<file path="config.mk">
export PLATFORM = sky130hd
export DESIGN_NAME = yuv411_packer
export DESIGN_NICKNAME = d
export VERILOG_FILES = /design/src/rtl/yp_pkg.sv /design/src/rtl/yp_phase_tracker.sv /design/src/rtl/yp_chroma_latch.sv /design/src/rtl/yp_delay_line.sv /design/src/rtl/yp_out_stage.sv /design/src/rtl/yuv411_packer.sv
export SDC_FILE = /design/constraint.sdc
export NUM_CORES = 1
export LEC_CHECK = 0
export ABC_AREA = 1
export BUFFER_PORTS_ARGS = -buffer_cell sky130_fd_sc_hd__buf_2
export CAP_MARGIN = 20
export CORE_MARGIN = 2
export CORE_UTILIZATION = 55
export DETAILED_ROUTE_END_ITERATION = 8
export GPL_TIMING_DRIVEN = 0
export PLACE_DENSITY_LB_ADDON = 0.25
export SKIP_CTS_REPAIR_TIMING = 1
export SLEW_MARGIN = 20
export SYNTH_ARGS = -nofsm -noshare
export SYNTH_HDL_FRONTEND = slang
export SYNTH_SLANG_ARGS = --single-unit
</file>
<file path="constraint.sdc">
create_clock -name clk -period 1.7 [get_ports clk]
set_clock_uncertainty 0.1 [all_clocks]
set_input_delay 0.17 -clock clk [delete_from_list [all_inputs] [get_ports clk]]
set_output_delay 0.17 -clock clk [all_outputs]
set_load 0.005 [all_outputs]
</file>
<file path="src/rtl/yp_pkg.sv">
package yp_pkg;

  // Sample and grouping geometry
  localparam int unsigned YP_W     = 8;               // bits per luma / chroma sample
  localparam int unsigned YP_GRP   = 4;               // pixels per 4:1:1 group
  localparam int unsigned YP_PH_W  = $clog2(YP_GRP);  // group phase width
  localparam int unsigned YP_BPP   = YP_W / YP_GRP;   // bits of each component sent per pixel
  localparam int unsigned YP_NIB_W = 2 * YP_BPP;      // chroma lines used in 4:1:1 mode
  localparam int unsigned YP_LAT   = 3;               // input-to-output latency in clocks

  typedef logic [YP_PH_W-1:0] yp_phase_t;

  // One sample as it moves down the alignment pipeline
  typedef struct packed {
    logic             fmt;
    logic             hs;
    logic             act;
    yp_phase_t        ph;
    logic [YP_W-1:0]  y;
    logic [YP_W-1:0]  c;
  } yp_sample_t;

  // Chroma lines for one pixel of a group. Pixel ph sends the component
  // bits from position YP_W-1-YP_BPP*ph downwards; Cb bits go on the
  // upper lines and Cr bits on the lower lines.
  function automatic logic [YP_NIB_W-1:0] serial_nibble(
    input logic [YP_W-1:0] cb,
    input logic [YP_W-1:0] cr,
    input yp_phase_t       ph
  );
    logic [YP_NIB_W-1:0] n;
    int top;
    top = int'(YP_W) - 1 - int'(YP_BPP) * int'(ph);
    n = '0;
    for (int k = 0; k < int'(YP_BPP); k++) begin
      n[int'(YP_NIB_W) - 1 - k] = cb[top - k];
      n[int'(YP_BPP) - 1 - k]   = cr[top - k];
    end
    return n;
  endfunction

endpackage

</file>
<file path="src/rtl/yp_phase_tracker.sv">
module yp_phase_tracker
  import yp_pkg::*;
(
  input  logic      clk,
  input  logic      rst_n,
  input  logic      act_i,
  output yp_phase_t ph_o,        // phase of the sample on the inputs now
  output logic      grp_start_o, // active sample at group phase 0
  output logic      pair_end_o   // active sample at group phase 1
);

  logic      act_prev;
  yp_phase_t ph_next_q;
  logic      act_rise;

  assign act_rise    = act_i & ~act_prev;
  assign ph_o        = act_rise ? yp_phase_t'(0) : ph_next_q;
  assign grp_start_o = act_i && (ph_o == yp_phase_t'(0));
  assign pair_end_o  = act_i && (ph_o == yp_phase_t'(1));

  always_ff @(posedge clk) begin
    if (!rst_n) begin
      act_prev  <= 1'b0;
      ph_next_q <= '0;
    end else begin
      act_prev <= act_i;
      if (act_i) begin
        ph_next_q <= ph_o + yp_phase_t'(1);
      end
    end
  end

endmodule

</file>
<file path="src/rtl/yp_chroma_latch.sv">
module yp_chroma_latch
  import yp_pkg::*;
(
  input  logic            clk,
  input  logic            rst_n,
  input  logic            grp_start_i,
  input  logic            pair_end_i,
  input  logic [YP_W-1:0] chroma_i,
  output logic [YP_W-1:0] cb_o,
  output logic [YP_W-1:0] cr_o
);

  // Cb waits here for its Cr partner. The pair is then transferred as a
  // whole, so the group being serialized keeps its values while the next
  // Cb is already arriving.
  logic [YP_W-1:0] cb_hold;

  always_ff @(posedge clk) begin
    if (!rst_n) begin
      cb_hold <= '0;
      cb_o    <= '0;
      cr_o    <= '0;
    end else begin
      if (grp_start_i) begin
        cb_hold <= chroma_i;
      end
      if (pair_end_i) begin
        cb_o <= cb_hold;
        cr_o <= chroma_i;
      end
    end
  end

endmodule

</file>
<file path="src/rtl/yp_delay_line.sv">
module yp_delay_line #(
  parameter int unsigned W     = 8,
  parameter int unsigned DEPTH = 2
) (
  input  logic         clk,
  input  logic         rst_n,
  input  logic [W-1:0] d_i,
  output logic [W-1:0] q_o
);

  logic [W-1:0] regs [DEPTH];

  for (genvar i = 0; i < int'(DEPTH); i++) begin : g_stage
    if (i == 0) begin : g_head
      always_ff @(posedge clk) begin
        if (!rst_n) regs[i] <= '0;
        else        regs[i] <= d_i;
      end
    end else begin : g_body
      always_ff @(posedge clk) begin
        if (!rst_n) regs[i] <= '0;
        else        regs[i] <= regs[i-1];
      end
    end
  end

  assign q_o = regs[DEPTH-1];

endmodule

</file>
<file path="src/rtl/yp_out_stage.sv">
module yp_out_stage
  import yp_pkg::*;
(
  input  logic            clk,
  input  logic            rst_n,
  input  yp_sample_t      s_i,
  input  logic [YP_W-1:0] cb_i,
  input  logic [YP_W-1:0] cr_i,
  output logic            hs_o,
  output logic            act_o,
  output logic [YP_W-1:0] y_o,
  output logic [YP_W-1:0] c_o
);

  logic [YP_W-1:0] c_next;

  always_comb begin
    if (!s_i.fmt) begin
      c_next = s_i.c;
    end else if (s_i.act) begin
      c_next = {{(YP_W-YP_NIB_W){1'b0}}, serial_nibble(cb_i, cr_i, s_i.ph)};
    end else begin
      c_next = '0;
    end
  end

  always_ff @(posedge clk) begin
    if (!rst_n) begin
      hs_o  <= 1'b0;
      act_o <= 1'b0;
      y_o   <= '0;
      c_o   <= '0;
    end else begin
      hs_o  <= s_i.hs;
      act_o <= s_i.act;
      y_o   <= s_i.y;
      c_o   <= c_next;
    end
  end

endmodule

</file>
<file path="src/rtl/yuv411_packer.sv">
module yuv411_packer
  import yp_pkg::*;
(
  input  logic            clk,
  input  logic            rst_n,
  input  logic            fmt_411,
  input  logic            in_hsync,
  input  logic            in_active,
  input  logic [YP_W-1:0] in_luma,
  input  logic [YP_W-1:0] in_chroma,
  output logic            out_hsync,
  output logic            out_active,
  output logic [YP_W-1:0] out_luma,
  output logic [YP_W-1:0] out_chroma
);

  localparam int unsigned PRE_DEPTH = YP_LAT - 1;
  localparam int unsigned SAMPLE_W  = $bits(yp_sample_t);

  // Named internal events, visible to the checker
  yp_phase_t       ph_cur;
  logic            grp_start;
  logic            pair_end;
  logic [YP_W-1:0] grp_cb;
  logic [YP_W-1:0] grp_cr;

  yp_sample_t          s_in;
  logic [SAMPLE_W-1:0] s_dly_bits;
  yp_sample_t          s_dly;

  yp_phase_tracker u_phase (
    .clk         (clk),
    .rst_n       (rst_n),
    .act_i       (in_active),
    .ph_o        (ph_cur),
    .grp_start_o (grp_start),
    .pair_end_o  (pair_end)
  );

  yp_chroma_latch u_latch (
    .clk         (clk),
    .rst_n       (rst_n),
    .grp_start_i (grp_start),
    .pair_end_i  (pair_end),
    .chroma_i    (in_chroma),
    .cb_o        (grp_cb),
    .cr_o        (grp_cr)
  );

  always_comb begin
    s_in.fmt = fmt_411;
    s_in.hs  = in_hsync;
    s_in.act = in_active;
    s_in.ph  = ph_cur;
    s_in.y   = in_luma;
    s_in.c   = in_chroma;
  end

  yp_delay_line #(
    .W     (SAMPLE_W),
    .DEPTH (PRE_DEPTH)
  ) u_align (
    .clk   (clk),
    .rst_n (rst_n),
    .d_i   (s_in),
    .q_o   (s_dly_bits)
  );

  assign s_dly = yp_sample_t'(s_dly_bits);

  yp_out_stage u_out (
    .clk   (clk),
    .rst_n (rst_n),
    .s_i   (s_dly),
    .cb_i  (grp_cb),
    .cr_i  (grp_cr),
    .hs_o  (out_hsync),
    .act_o (out_active),
    .y_o   (out_luma),
    .c_o   (out_chroma)
  );

endmodule

</file>
==> impl_metrics.json <==
{
  "dp_hpwl_um": 3264,
  "portBuffers": 38,
  "grt_pass1_vias": 1673,
  "rr_startpoint": "u_align.regs[0][18]",
  "worstSetupEndpointType": "flip-flop",
  "internal_power_w": 0.002764,
  "rsz0062_at_grt": "yes",
  "antennaDiodeCount": 0,
  "cp-startpoint": "u_align.regs[0][18]",
  "outcome": "completed",
  "nNetsFinal": 427,
  "num_rows": 25,
  "cp_max_fo": 10,
  "drc": 0,
  "cts-root-buf": "clkbuf_8",
  "routed_wl_um": 5029,
  "power.share.clock_pct": 33.3,
  "reg2reg_to": "u_latch.cr_o[2]",
  "place_area_um2": 3034,
  "rrSetupSlack_ns": 0.09,
  "dr.pass1.iters": 7,
  "maxCapViolations": 0,
  "fin_crit_sh_pct": 94.80,
  "fmax_mhz": 620.5,
  "hold_violations": 0,
  "cts.clk_slew.worst_paths_ns": 0.08,
  "syn_nets": 360,
  "routedWlPerCell_um": 10.57,
  "synth.yosys.seq_area_share_pct": 62.38,
  "cts_tree": "done",
  "cts_max_path_buffers": 2,
  "grt_use_total_pct": 18.52,
  "endpoint": "u_latch.cr_o[2]",
  "syn_area_um2": 2760,
  "sw_frac_of_total_pct": 23.81,
  "critPathArrivalTime_ns": 1.74,
  "setup_viol_count_final": 0,
  "dr_total_vias": 2041,
  "drt.antenna.violating_nets": 0,
  "cts.sink_count": 86,
  "n_fill_cell": 362,
  "fin_crit_ns": 1.612,
  "yosysWarnings": 0,
  "peakVddDrop_mv": 0.7849,
  "core_area_um2": 4786,
  "comb_power_share_pct": 7.6,
  "cts_made_buffers": 9,
  "slew_violations": 0,
  "via_per_inst": 4.288,
  "fin_area_um2": 3381,
  "pwr-share-seq_pct": 59.1,
  "overflow": 0,
  "hp-class": "in -> reg",
  "grt_max_degree": 15,
  "die-area_um2": 5601,
  "place_ws_ns": -0.07207,
  "p_switching_w": 0.0008641,
  "cts_htree_levels": 3,
  "p_leak_nw": 1.845,
  "die_w_um": 74.84,
  "setup_ws_ns": 0.08838,
  "place.gp.congestion": 0.8250,
  "die_h_um": 74.84,
  "critPathKind": "reg -> reg",
  "crit_required_ns": 1.83,
  "rr_worst_depth": 6,
  "io-pin-count": 39,
  "synthCells": 337,
  "start_util_pct": 57.67,
  "slew_headroom_pct": 75.45,
  "grt_pass1_wl_um": 7479,
  "antenna_found_initial": 0,
  "drive_above_1_share_pct": 16.38,
  "syn_to_final_growth_pct": 22.48,
  "cp-start-kind": "flip-flop",
  "clkLatencyLatePin_ns": 0.34,
  "synth_cell_types": 16,
  "power.density_nw_per_um2": 1073,
  "ys_ff_latch": 86,
  "syn_area_per_cell_um2": 8.190,
  "drtIter0Drc": 139,
  "worst_pin_slew_ns": 0.3683
}
==> power groups by stage <==
stage | combinational, W | clock (W) | sequential (W)
2_1_floorplan | 0.000157 | 0 | 0.00219
3_3_place_gp | 0.000234 | 0 | 0.00219
3_5_place_dp | 0.000238 | 0 | 0.00219
4_1_cts | 0.000240 | 0.00123 | 0.00214
5_1_grt | 0.000318 | 0.00131 | 0.00216
6_report | 0.000274 | 0.00121 | 0.00215
==> metrics by stage <==
step / instances / total power (W) / hold WS, ns / util [%] / TNS [ns]
after floorplan: 337 / 0.002342 / 0.1635 / - / 0
after global placement: 442 / 0.002422 / 0.2523 / 63.40 / -0.06233
after detailed placement: 442 / 0.002430 / 0.2552 / 63.40 / -0.1857
after CTS: 458 / 0.003613 / -0.1058 / 66.88 / -0.02917
after global routing: 476 / 0.003781 / 0.02890 / 70.64 / -0.02120
final: 476 / 0.003628 / 0.01817 / 70.64 / 0
==> critical path: stages (launching register included) <==
cell	delay [ns]
dfxtp_1	0.34
o21ai_1	0.24
ha_1	0.21
nand2_2	0.11
buf_2	0.19
o21ai_0	0.25
nor2_1	0.07
==> per-layer routing <==
metal | vias to the layer above | part of all wire [%] | GRT usage (%)
met5 | - | 0 | 0
met4 | 0 | 1.1 | 10.52
met3 | 5 | 5.7 | 4.819
met2 | 52 | 45 | 27.78
met1 | 864 | 48 | 24.32
li1 | 1120 | - | -
==> placed cells by master (no fill, tap or decap), drive strengths merged <==
cell	synthesis	routed
dlygate4sd3	0	18
o21ai	28	28
ha	2	2
dfxtp	86	86
nor2	58	58
nand3	12	12
clkbuf	2	13
clkinv	1	4
clkinvlp	0	1
a21oi	1	1
buf	9	47
nand2	76	76
inv	62	63
==> cell families after synthesis <==
logic type                 after synthesis  share of synthesized area (%)
DFF                                     86                          62.38
buffers and inverters                   74                          10.74
adders and majority gates                2                         0.9065
and+or+nand+nor                        146                          20.58
AOI/OAI and AO/OA                       29                          5.394
==> worst min-delay path by stage <==
stage,slack [ns],endpoint,cells past startpoint,startpoint
global route,0.03,u_latch.cb_hold[2],3,in_chroma[2]
finish,0.02,u_phase.ph_next_q[0],2,in_active
CTS,-0.11,u_align.regs[0][8],3,in_luma[0]
detailed placement,0.26,u_align.regs[0][8],3,in_luma[0]
floorplan,0.16,u_align.regs[0][0],2,in_chroma[0]
global placement,0.25,u_align.regs[0][11],3,in_luma[3]
==> cells in the mapped netlist <==
| master | count | share of area [%] |
|---|---|---|
| o21ai_0 | 23 | 4.2 |
| nor2_1 | 58 | 7.9 |
| inv_2 | 2 | 0.27 |
| nand2_2 | 2 | 0.45 |
| o21ai_1 | 4 | 0.73 |
| a21oi_1 | 1 | 0.18 |
| dfxtp_1 | 86 | 62 |
| buf_6 | 1 | 0.41 |
| o21ai_2 | 1 | 0.32 |
| clkbuf_1 | 2 | 0.27 |
| buf_2 | 8 | 1.5 |
| nand2_1 | 74 | 10 |
| inv_1 | 60 | 8.2 |
| nand3_1 | 12 | 2.2 |
| clkinv_2 | 1 | 0.18 |
| ha_1 | 2 | 0.91 |
==> cell type report <==
type | count | area [um2] | share of cell area, %
multi-input combinational | 177 | 742.0 | 21.95
clock buffer | 11 | 131.4 | 3.886
sequential | 86 | 1722 | 50.93
clock inverter | 5 | 35.03 | 1.036
buffer | 11 | 58.81 | 1.739
tap | 67 | 83.83 | 2.480
timing repair buffer | 56 | 370.4 | 10.95
inverter | 63 | 237.7 | 7.032
==> flip-flops by register name, indices dropped and copies added, names as in the netlist <==
| signal | count |
|---|---|
| u_align.regs | 42 |
| u_latch.cb_hold | 8 |
| u_latch.cb_o | 8 |
| u_latch.cr_o | 8 |
| u_out.c_o | 8 |
| u_out.y_o | 8 |
| u_phase.ph_next_q | 2 |
| u_out.act_o | 1 |
| u_out.hs_o | 1 |
Power figures use the tool's default switching activity.
